## src/rtl/sfs_pkg.sv

```systemverilog
package sfs_pkg;
  localparam int FRW = 11;  // frame size width in bytes, max 2040
  localparam int IW  = 4;   // transfer index width, list length at most 14

  typedef struct packed {
    logic           dir;    // 1 save, 0 restore
    logic [2:0]     mask;   // [2] r31, [1] r16, [0] r17
    logic [2:0]     xs;     // extra saved count
    logic [2:0]     args;   // upward argument count (save only)
    logic [2:0]     stat;   // static count
    logic [IW-1:0]  cnt;    // total transfers
    logic [FRW-1:0] frame;  // frame size in bytes
    logic           bad;    // rejected encoding
  } dec_t;

  typedef enum logic [2:0] {ST_IDLE, ST_PREP, ST_ISSUE, ST_WAIT, ST_SP} st_t;
endpackage

```

## src/rtl/sfs_decode.sv

```systemverilog
module sfs_decode
  import sfs_pkg::*;
(
  input  logic        ext_en,
  input  logic [15:0] pfx_word,
  input  logic [15:0] op_word,
  output dec_t        dec
);
  logic [3:0] code;
  logic [2:0] arg_raw;

  always_comb begin
    code = ext_en ? pfx_word[3:0] : 4'd0;
    dec.dir  = op_word[7];
    dec.mask = op_word[6:4];
    dec.xs   = ext_en ? pfx_word[10:8] : 3'd0;
    dec.frame = ext_en ? {pfx_word[7:4], op_word[3:0], 3'b000}
              : (op_word[3:0] == 4'd0) ? FRW'(128) : {4'd0, op_word[3:0], 3'b000};
    unique case (code)
      4'd4, 4'd5, 4'd6, 4'd7: arg_raw = 3'd1;
      4'd8, 4'd9, 4'd10:      arg_raw = 3'd2;
      4'd12, 4'd13:           arg_raw = 3'd3;
      4'd14:                  arg_raw = 3'd4;
      default:                arg_raw = 3'd0;
    endcase
    unique case (code)
      4'd1, 4'd5, 4'd9, 4'd13: dec.stat = 3'd1;
      4'd2, 4'd6, 4'd10:       dec.stat = 3'd2;
      4'd3, 4'd7:              dec.stat = 3'd3;
      4'd11:                   dec.stat = 3'd4;
      default:                 dec.stat = 3'd0;
    endcase
    dec.args = dec.dir ? arg_raw : 3'd0;
    dec.bad  = (code == 4'd15) || (op_word[15:8] != 8'h64) ||
               (ext_en && (pfx_word[15:11] != 5'b11110));
    dec.cnt  = IW'(dec.args) + IW'(dec.mask[2]) + IW'(dec.mask[1]) +
               IW'(dec.mask[0]) + IW'(dec.xs) + IW'(dec.stat);
  end

  // arguments and statics share the four registers r4..r7
  always_comb begin
    if (!dec.bad) begin
      arg_static_share_chk: assert (arg_raw + dec.stat <= 3'd4);
    end
  end
endmodule

```

## src/rtl/sfs_pick.sv

```systemverilog
module sfs_pick #(
  parameter int RW = 5,
  parameter int IW = 4
) (
  input  logic [IW-1:0] idx,
  input  logic [2:0]    args,
  input  logic [2:0]    mask,
  input  logic [2:0]    xs,
  input  logic [2:0]    stat,
  output logic [RW-1:0] rnum,
  output logic          up
);
  logic [IW-1:0] k;
  logic [IW-1:0] slot;
  logic          hit;

  always_comb begin
    k = idx; hit = 1'b0; up = 1'b0; rnum = '0; slot = '0;
    if (k < IW'(args)) begin
      rnum = RW'(k) + RW'(4); up = 1'b1; hit = 1'b1;
    end else k = k - IW'(args);
    if (!hit && mask[2]) begin
      if (k == '0) begin rnum = RW'(31); hit = 1'b1; end
      else k = k - IW'(1);
    end
    if (!hit) begin
      if (k < IW'(xs)) begin
        slot = IW'(7) - IW'(xs) + k;
        rnum = (slot == '0) ? RW'(30) : RW'(24) - RW'(slot);
        hit  = 1'b1;
      end else k = k - IW'(xs);
    end
    if (!hit && mask[0]) begin
      if (k == '0) begin rnum = RW'(17); hit = 1'b1; end
      else k = k - IW'(1);
    end
    if (!hit && mask[1]) begin
      if (k == '0) begin rnum = RW'(16); hit = 1'b1; end
      else k = k - IW'(1);
    end
    if (!hit && (k < IW'(stat))) begin
      rnum = RW'(7) - RW'(k);
    end
  end
endmodule

```

## src/rtl/stk_frame_seq.sv

```systemverilog
module stk_frame_seq
  import sfs_pkg::*;
#(
  parameter int AW = 32,
  parameter int DW = 32,
  parameter int RW = 5
) (
  input  logic          clk,
  input  logic          rst,
  input  logic          start,
  input  logic          ext_en,
  input  logic [15:0]   pfx_word,
  input  logic [15:0]   op_word,
  input  logic [AW-1:0] sp_in,
  output logic          busy,
  output logic          done,
  output logic          err,
  output logic          sp_we,
  output logic [AW-1:0] sp_wdata,
  output logic [RW-1:0] rf_addr,
  input  logic [DW-1:0] rf_rdata,
  output logic          rf_we,
  output logic [DW-1:0] rf_wdata,
  output logic          mem_valid,
  output logic          mem_we,
  output logic [AW-1:0] mem_addr,
  output logic [DW-1:0] mem_wdata,
  input  logic          mem_ready,
  input  logic [DW-1:0] mem_rdata
);
  localparam logic [AW-1:0] WORD_B = AW'(4);

  dec_t          dec, dq_q;
  st_t           st_q;
  logic [AW-1:0] sp0_q, ptr_q;
  logic [IW-1:0] idx_q;
  logic [RW-1:0] pick_r;
  logic          pick_up;

  sfs_decode u_dec (.ext_en(ext_en), .pfx_word(pfx_word), .op_word(op_word), .dec(dec));

  sfs_pick #(.RW(RW), .IW(IW)) u_pick (
    .idx(idx_q), .args(dq_q.args), .mask(dq_q.mask), .xs(dq_q.xs),
    .stat(dq_q.stat), .rnum(pick_r), .up(pick_up)
  );

  assign busy = (st_q != ST_IDLE);

  always_ff @(posedge clk) begin
    if (rst) begin
      st_q <= ST_IDLE; dq_q <= '0; sp0_q <= '0; ptr_q <= '0; idx_q <= '0;
      done <= 1'b0; err <= 1'b0; sp_we <= 1'b0; sp_wdata <= '0;
      rf_addr <= '0; rf_we <= 1'b0; rf_wdata <= '0;
      mem_valid <= 1'b0; mem_we <= 1'b0; mem_addr <= '0; mem_wdata <= '0;
    end else begin
      done <= 1'b0; err <= 1'b0; sp_we <= 1'b0; rf_we <= 1'b0;
      unique case (st_q)
        ST_IDLE: if (start) begin
          if (dec.bad) err <= 1'b1;
          else begin
            dq_q  <= dec;
            sp0_q <= sp_in;
            ptr_q <= dec.dir ? sp_in : sp_in + AW'(dec.frame);
            idx_q <= '0;
            st_q  <= (dec.cnt == '0) ? ST_SP : ST_PREP;
          end
        end
        ST_PREP: begin
          rf_addr <= pick_r;
          mem_we  <= dq_q.dir;
          if (pick_up) mem_addr <= sp0_q + AW'({idx_q, 2'b00});
          else begin
            mem_addr <= ptr_q - WORD_B;
            ptr_q    <= ptr_q - WORD_B;
          end
          st_q <= ST_ISSUE;
        end
        ST_ISSUE: begin
          mem_wdata <= rf_rdata;
          mem_valid <= 1'b1;
          st_q      <= ST_WAIT;
        end
        ST_WAIT: if (mem_ready) begin
          mem_valid <= 1'b0;
          if (!dq_q.dir) begin
            rf_we    <= 1'b1;
            rf_wdata <= mem_rdata;
          end
          idx_q <= idx_q + IW'(1);
          st_q  <= (idx_q + IW'(1) == dq_q.cnt) ? ST_SP : ST_PREP;
        end
        ST_SP: begin
          sp_we    <= 1'b1;
          sp_wdata <= dq_q.dir ? sp0_q - AW'(dq_q.frame) : sp0_q + AW'(dq_q.frame);
          done     <= 1'b1;
          st_q     <= ST_IDLE;
        end
        default: st_q <= ST_IDLE;
      endcase
    end
  end


  beat_hold_chk: assert property (@(posedge clk) disable iff (rst)
    mem_valid && !mem_ready |=> mem_valid && $stable(mem_addr) && $stable(mem_wdata));

  idle_no_beat_chk: assert property (@(posedge clk) disable iff (rst)
    !busy |-> !mem_valid);

  done_pulse_chk: assert property (@(posedge clk) disable iff (rst)
    done |=> !done);

  done_with_sp_chk: assert property (@(posedge clk) disable iff (rst)
    done |-> sp_we && !busy);

  err_quiet_chk: assert property (@(posedge clk) disable iff (rst)
    err |-> !busy && !mem_valid && !done && !sp_we);

  no_bad_run_chk: assert property (@(posedge clk) disable iff (rst)
    busy |-> !dq_q.bad);

  save_no_rf_write_chk: assert property (@(posedge clk) disable iff (rst)
    rf_we |-> !mem_we && !mem_valid);
endmodule

```

## config.mk

```make
export PLATFORM = sky130hd
export DESIGN_NAME = stk_frame_seq
export DESIGN_NICKNAME = d
export VERILOG_FILES = /design/src/rtl/sfs_pkg.sv /design/src/rtl/sfs_decode.sv /design/src/rtl/sfs_pick.sv /design/src/rtl/stk_frame_seq.sv
export SDC_FILE = /design/constraint.sdc
export NUM_CORES = 1
export LEC_CHECK = 0
export ABC_AREA = 1
export BUFFER_PORTS_ARGS = -buffer_cell sky130_fd_sc_hd__clkbuf_2
export CORE_MARGIN = 2
export CORE_UTILIZATION = 45
export DETAILED_ROUTE_END_ITERATION = 6
export PLACE_DENSITY = 0.72
export SYNTH_ARGS = -nofsm -noshare
export SYNTH_HDL_FRONTEND = slang
export SYNTH_HIERARCHICAL = 1
export SYNTH_SLANG_ARGS = --single-unit
```

## constraint.sdc

```tcl
create_clock -name clk -period 6.34 [get_ports clk]
set_input_delay 1.268 -clock clk [delete_from_list [all_inputs] [get_ports clk]]
set_output_delay 1.268 -clock clk [all_outputs]
set_load 0.005 [all_outputs]
```

Yosys cells after proc, flatten, opt, wreduce, memory -nomap -nowiden
Memories as Yosys holds them, arrays and structs flattened.
Cells that the tools add are included.

cells by class
  reduce and logical (&&, ||, !) cells = 30
  bitwise operators = 6
  add/subtract/negate cells = 21
  order comparisons = 3
  eq/ne operators = 12
  muxes and demuxes = 56

operator list
  kind                   count
  $mux 32                6
  $add 32x11->32         2
  $pmux 32 s2            1
  $mux 5                 11
  $mux 4                 13
  $add 32x6->32          1
  $sub 32x11->32         1
  $sub 32x3->32 const B  1
  $logic_not 4->1        6
  $mux 3                 7
  $mux 1                 13
  $lt 4x3->1             3
  $pmux 3 s4             1
  $sub 4x1->4 const B    3
  $mux 11                1
  $reduce_and 3->1       3
  $add 4x1->4            2
  $add 4x3->4            2
  $mux 8                 1
  $ne 2x2->1 const B     4
  $ne 8x7->1 const B     1
  $pmux 4 s2             1
  $reduce_and 4->1       2
  $sub 4x3->4            2
  23 further kinds       40

storage, ports and cells
  memories = 2
  input bits = 133
  bits in registers = 237
  bits in read-only memories = 96
  output and inout port bits = 140

memory list
  memory            words  bits a word  read ports  clocked after memory_dff  wr ports  line              text
  (name not given)  16     3            1           0                         0         sfs_decode.sv:19  unique case (code)
  (name not given)  16     3            1           0                         0         sfs_decode.sv:26  unique case (code)

Depth between registers and ports, before layout
  depth after elaboration = 17
  gate-level depth with buffers = 39

Modules after synthesis
Netlist, hierarchy kept.

by module, submodules not included
  module         cells an instance  times used  area an instance (um^2)  seq. area each (um^2)
  stk_frame_seq  2,211              1           14,269.9                 4,744.6
  sfs_pick       206                1           1,247.4                  0.0
  sfs_decode     87                 1           534.3                    0.0

Worst setup path before layout
No wires, ideal clock.

  path kind = register to register
  start = register idx_q[0]
  end = register rf_addr[1]
  setup time = 0.116 ns
  required time = 6.224 ns
  path slack = 1.760 ns
  path buffers = 0
  cell stages (with the launch flop) = 34
  arrival = 4.464 ns
  cells stage by stage = dfxtp_1 > inv_1 > ha_1 > inv_1 > fa_1 > nand2_4 > nand3_1 > nand2_1 > inv_1 > a31oi_1 > o21ai_0 > ha_1 > fa_1 > nor2_1 > nand2_2 > nand2_4 > nand3_1 > nand2_4 > nand2_2 > o21bai_1 > inv_1 > ha_1 > nand2_1 > nand3_1 > o21ai_0 > inv_1 > ha_1 > nand2_1 > nand2_1 > nand2_1 > nand3_1 > nand2_1 > o21ai_0 > nor2_1

between the ends
  longest elaborated chain between the ends = 17

ends and longest elaborated chain
  what                                           line                            text
  start: declaration                             stk_frame_seq.sv:36             logic [IW-1:0] idx_q;
  start signal: assignment                       stk_frame_seq.sv:89             idx_q <= idx_q + IW'(1);
  $sub 4x3->4 or $lt 4x3->1 (tied branches)      sfs_pick.sv:21, sfs_pick.sv:19
  $mux 4 or $mux 1 (tied branches)               sfs_pick.sv:19                  if (k < IW'(args)) begin
  $sub 4x1->4, or another cell as far along      sfs_pick.sv:24                  else k = k - IW'(1);
  $mux 4 or $logic_and 1x1->1 (tied branches)    sfs_pick.sv:23, sfs_pick.sv:22
  $mux 4                                         sfs_pick.sv:22                  if (!hit && mask[2]) begin
  $sub 4x3->4 or $lt 4x3->1 (tied branches)      sfs_pick.sv:31, sfs_pick.sv:27
  $mux 4 or $mux 1 (tied branches)               sfs_pick.sv:27                  if (k < IW'(xs)) begin
  $mux 4 or $mux 1 (tied branches)               sfs_pick.sv:26                  if (!hit) begin
  (+2 left out)                                  -
  $mux 4 or $mux 1 (tied branches)               sfs_pick.sv:33                  if (!hit && mask[0]) begin
  $sub 4x1->4, or another cell as far along      sfs_pick.sv:39                  else k = k - IW'(1);
  $mux 4, or another cell as far along           sfs_pick.sv:38                  if (k == '0) begin rnum = RW'(16); hit = 1'b1; end
  $mux 4 or $mux 1 (tied branches)               sfs_pick.sv:37                  if (!hit && mask[1]) begin
  $lt 4x3->1 or $logic_not 1->1 (tied branches)  sfs_pick.sv:41                  if (!hit && (k < IW'(stat))) begin
  $logic_and 1x1->1                              sfs_pick.sv:41
  $mux 5 *                                       sfs_pick.sv:41
  named net pick_r[1]                            stk_frame_seq.sv:37             logic [RW-1:0] pick_r;
  end signal: assignment                         stk_frame_seq.sv:69             rf_addr <= pick_r;
  end: declaration                               stk_frame_seq.sv:20             output logic [RW-1:0] rf_addr,

Mark *: on every way through the listed nets, which the timed path passes. The rest lies on a longest branch.
A chain may end at the register's enable or synchronous reset.

Final worst setup path
  start = register idx_q[0]
  end = register rf_addr[2]

Same word-level chain as after synthesis.

==> implementation parameters <==
Parameter                              Value

Critical path
  Startpoint Class    flip-flop
  Data arrival time of the critical path    around 5.7 ns
  Critical path depth in cells    33
  Slowest CP cell    sky130_fd_sc_hd__fa_1
  Count of buffering cells on the critical path with inverters included    5
  Kind of critical path    flip-flop to flip-flop
  Critical path endpoint category    flip-flop
  Max stage delay on crit path    between 0.4 and 0.5 ns
  Depth of the worst register-to-register path    33
  Required time of the critical path    roughly 6.8 ns
  Most frequent CP cell    sky130_fd_sc_hd__nand2_1
  Critical-path maximum fanout    8
  Cell class contributing the biggest share of worst-path delay    adder cells

Drt
  Total vias in the final route    between 15000 and 20000
  Residual DRC count    0
  WL/cell    between 15 and 20 µm
  Antenna-violating nets left    0
  Number of design-rule violations left by the first detailed-router iteration    approximately 1500
  Detailed-routing iteration count for the pre-antenna-repair pass    7
  Via count normalized by instance count    approximately 5.3
  Total Routed Length    ~53000 µm

Synth
  Post-synth EDFFs    0
  Most frequent cells after synthesis    533 x sky130_fd_sc_hd__nand2_1, 409 x sky130_fd_sc_hd__nor2_1, 264 x sky130_fd_sc_hd__inv_1
  Avg Cell Area, Syn    roughly 6.4 µm²
  Prevailing post-synth register cell    sky130_fd_sc_hd__dfxtp_1
  Post-synth top area cell    sky130_fd_sc_hd__dfxtp_1
  Number of synthesis warnings    6
  Flip-flop and latch count after synthesis    around 240
  Sequential fraction of the synthesis area    between 20% and 30%
  Proportion of netlist area held by the largest area contributor    29.56%
  Synthesized cell area    16050 µm²
  Post-synthesis cell type count    slightly below 60
  Post-Synthesis Cells    roughly 2500
  Leading cell type by number of instances after synthesis    sky130_fd_sc_hd__nand2_1
  Synth top area cells    sky130_fd_sc_hd__dfxtp_1 30%, sky130_fd_sc_hd__nand2_1 12%, sky130_fd_sc_hd__nor2_1 9.6%
  Share of synthesized flip-flops with an asynchronous set or reset    0%

Clocking
  Clock insertion delay at the later pin of the skew report    0.58 ns
  Number of buffers added to fix hold violations after cts    0
  CTS H-tree depth    1
  Post-CTS Setup Inserts    0
  Maximum root-to-sink buffer count    3
  TritonCTS clock tree    done
  Resize count post-CTS    0
  Number of CTS-inserted buffers    28
  Clock tree sinks    around 240
  Clk slew on worst S/H paths    about 0.07 ns
  Root buf cell    sky130_fd_sc_hd__clkbuf_16

Die
  X dimension of the die    around 190 µm
  Area inside the core boundary    35310 µm²
  Die area    around 37000 µm²
  Initial Utilization    between 40% and 50%
  Die Y-Extent    192.9 µm
  Site row count    a little under 70
  I/O pin count    roughly 270

Power
  Combinational share of power    between 30% and 40%
  P_sw    0.002224 W
  Power Density    about 300 nW/µm²
  Sequential share of power    between 30% and 40%
  Cell-internal power    roughly 0.0034 W
  Total leakage power    around 9.2 nW
  Worst IR drop on VDD    about 0.21 mV
  Proportion of total power due to net switching    between 30% and 40%
  Part of the power in the clock network    about 30%

STA
  Final setup violating endpoints    0
  Final worst-path cycle share    between 80% and 90%
  Final setup TNS    0 ns
  Min Clock Period, post-route    5.201 ns
  Total count of hold-check failures in the final report    0
  Actual transition at the worst max-transition pin    ~1.1 ns
  Achievable clock frequency    slightly below 0.2 GHz
  Unrepaired setup endpoints after global routing    false
  Relative max-transition margin    approximately 28%
  Crit path setup slack, layout    between 1 and 1.5 ns
  Hold Worst Slack    ~0.46 ns
  Number of pins exceeding their max-slew limit in the final report    0
  Worst setup skew after layout    roughly 0.021 ns

Run status
  Outcome    complete, no violations

Cells and area
  Final core area utilization    52.57%
  Area growth from synthesis to layout    15.64%
  Filler cell count in the final layout    3568
  Final Cell Area    18560 µm²
  Antenna cell count    0
  Final layout net count    2934
  Fraction of final layout cells sized beyond drive strength 1    16.62%

Placement
  Routability congestion estimate from global placement    0.9639
  DP HPWL    approximately 41000 µm
  Number of buffers added on ports    roughly 270
  DP Worst Slack    around 1.2 ns
  Area of placed instances    around 18000 µm²

Flow run
  Number of max-cap violations    0

Global route
  Overflow after GRT    0
  Number of antenna violations at the first check in global routing    0
  Global-route total usage across every layer    between 20% and 30%
  Global-route wire length before repair    between 80000 and 90000 µm
  Number of global-route vias before repair    15800
  Pin count of the biggest net entering global routing    114

Min path
  Number of instances on the worst hold path    2
  Hold Crit Class    flip-flop to flip-flop
-- cell usage in the layout, fill, tap and decap left out, drive strengths merged, types with 8 or more instances in the layout --
| cell | count |
|---|---|
| nand2 | 568 |
| nor2 | 444 |
| clkbuf | 307 |
| inv | 282 |
| dfxtp | 237 |
| o21ai | 233 |
| nand3 | 187 |
| a21oi | 178 |
| ha | 69 |
| xor2 | 36 |
| nand4 | 31 |
| nor3 | 31 |
| xnor2 | 20 |
| fa | 12 |
| o21bai | 10 |
| nand3b | 10 |
| o211ai | 9 |
| or2 | 9 |
| buf | 8 |
| clkinv | 8 |
-- registers in the layout (all words and copies together), names as in the netlist --
register,cells
mem_valid,1
rf_we,1
ptr_q,32
idx_q,4
st_q,3
dq_q,28
sp_wdata,32
err,1
mem_addr,32
rf_addr,5
rf_wdata,32
sp0_q,32
sp_we,1
mem_we,1
mem_wdata,32
-- worst paths after layout --
kind / startpoint / to / slack (ns)
setup / recovery: idx_q[0]$_SDFFE_PP0P_ / rf_addr[2]$_SDFFE_PP0P_ / 1.14
hold / removal: mem_addr[14]$_SDFFE_PP0P_ / mem_addr[14]$_SDFFE_PP0P_ / 0.46
setup reg to reg: idx_q[0]$_SDFFE_PP0P_ / rf_addr[2]$_SDFFE_PP0P_ / 1.14
hold reg to reg: mem_addr[14]$_SDFFE_PP0P_ / mem_addr[14]$_SDFFE_PP0P_ / 0.46
-- power by group through the flow --
| stage | clock [W] | sequential (W) | combinational (W) |
|---|---|---|---|
| floorplan | 0 | 0.00181 | 0.00147 |
| global placement | 0 | 0.00184 | 0.00203 |
| detailed placement | 0 | 0.00184 | 0.00206 |
| CTS | 0.00170 | 0.00181 | 0.00207 |
| global route | 0.00175 | 0.00184 | 0.00233 |
| finish | 0.00167 | 0.00182 | 0.00209 |
-- layer usage --
| layer | global-route usage, % | routed length, µm |
|---|---|---|
| met1 | 38.85 | 24180 |
| met2 | 45.52 | 23160 |
| met3 | 4.383 | 4382 |
| met4 | 8.837 | 1733 |
| met5 | 0 | 0 |
-- through the flow --
stage          instances  total power (W)
2_1_floorplan       2506         0.003286
3_3_place_gp        3151         0.003866
3_5_place_dp        3151         0.003907
4_1_cts             3199         0.005587
5_1_grt             3199         0.005917
6_report            3199         0.005577
-- cell type report --
type	instances	area [µm²]	area share (%)
multi-input cells	1891	9819	52.90
flip-flops and latches	237	4745	25.56
repair buffers	279	1414	7.617
inverters	283	1067	5.750
clock buffers	36	780.7	4.206
well taps	461	576.8	3.108
clock inverters	12	158.9	0.8561
-- worst reg2reg max path, delay by kind of cell (launching register included) --
| kind | cells | cell delay (ns) |
|---|---|---|
| AOI/OAI and AO/OA | 5 | 0.88 |
| DFF | 1 | 0.39 |
| buffers and inverters | 5 | 0.41 |
| adders and majority gates | 6 | 1.73 |
| and+or+nand+nor | 17 | 1.67 |
-- kinds of logic (layout without fill, tap and decap cells) --
| group | count (synthesis) | after routing | synth area share (%) |
|---|---|---|---|
| buf+inv | 378 | 610 | 9.346 |
| fa+ha+maj | 81 | 81 | 6.875 |
| flops | 237 | 237 | 29.56 |
| simple gates | 1290 | 1290 | 35.70 |
| xor+xnor | 56 | 56 | 3.056 |
| other cells | 1 | 3 | 0.02336 |
| compound gates | 461 | 461 | 15.44 |
Note: power is estimated with default switching activity, not from simulation.
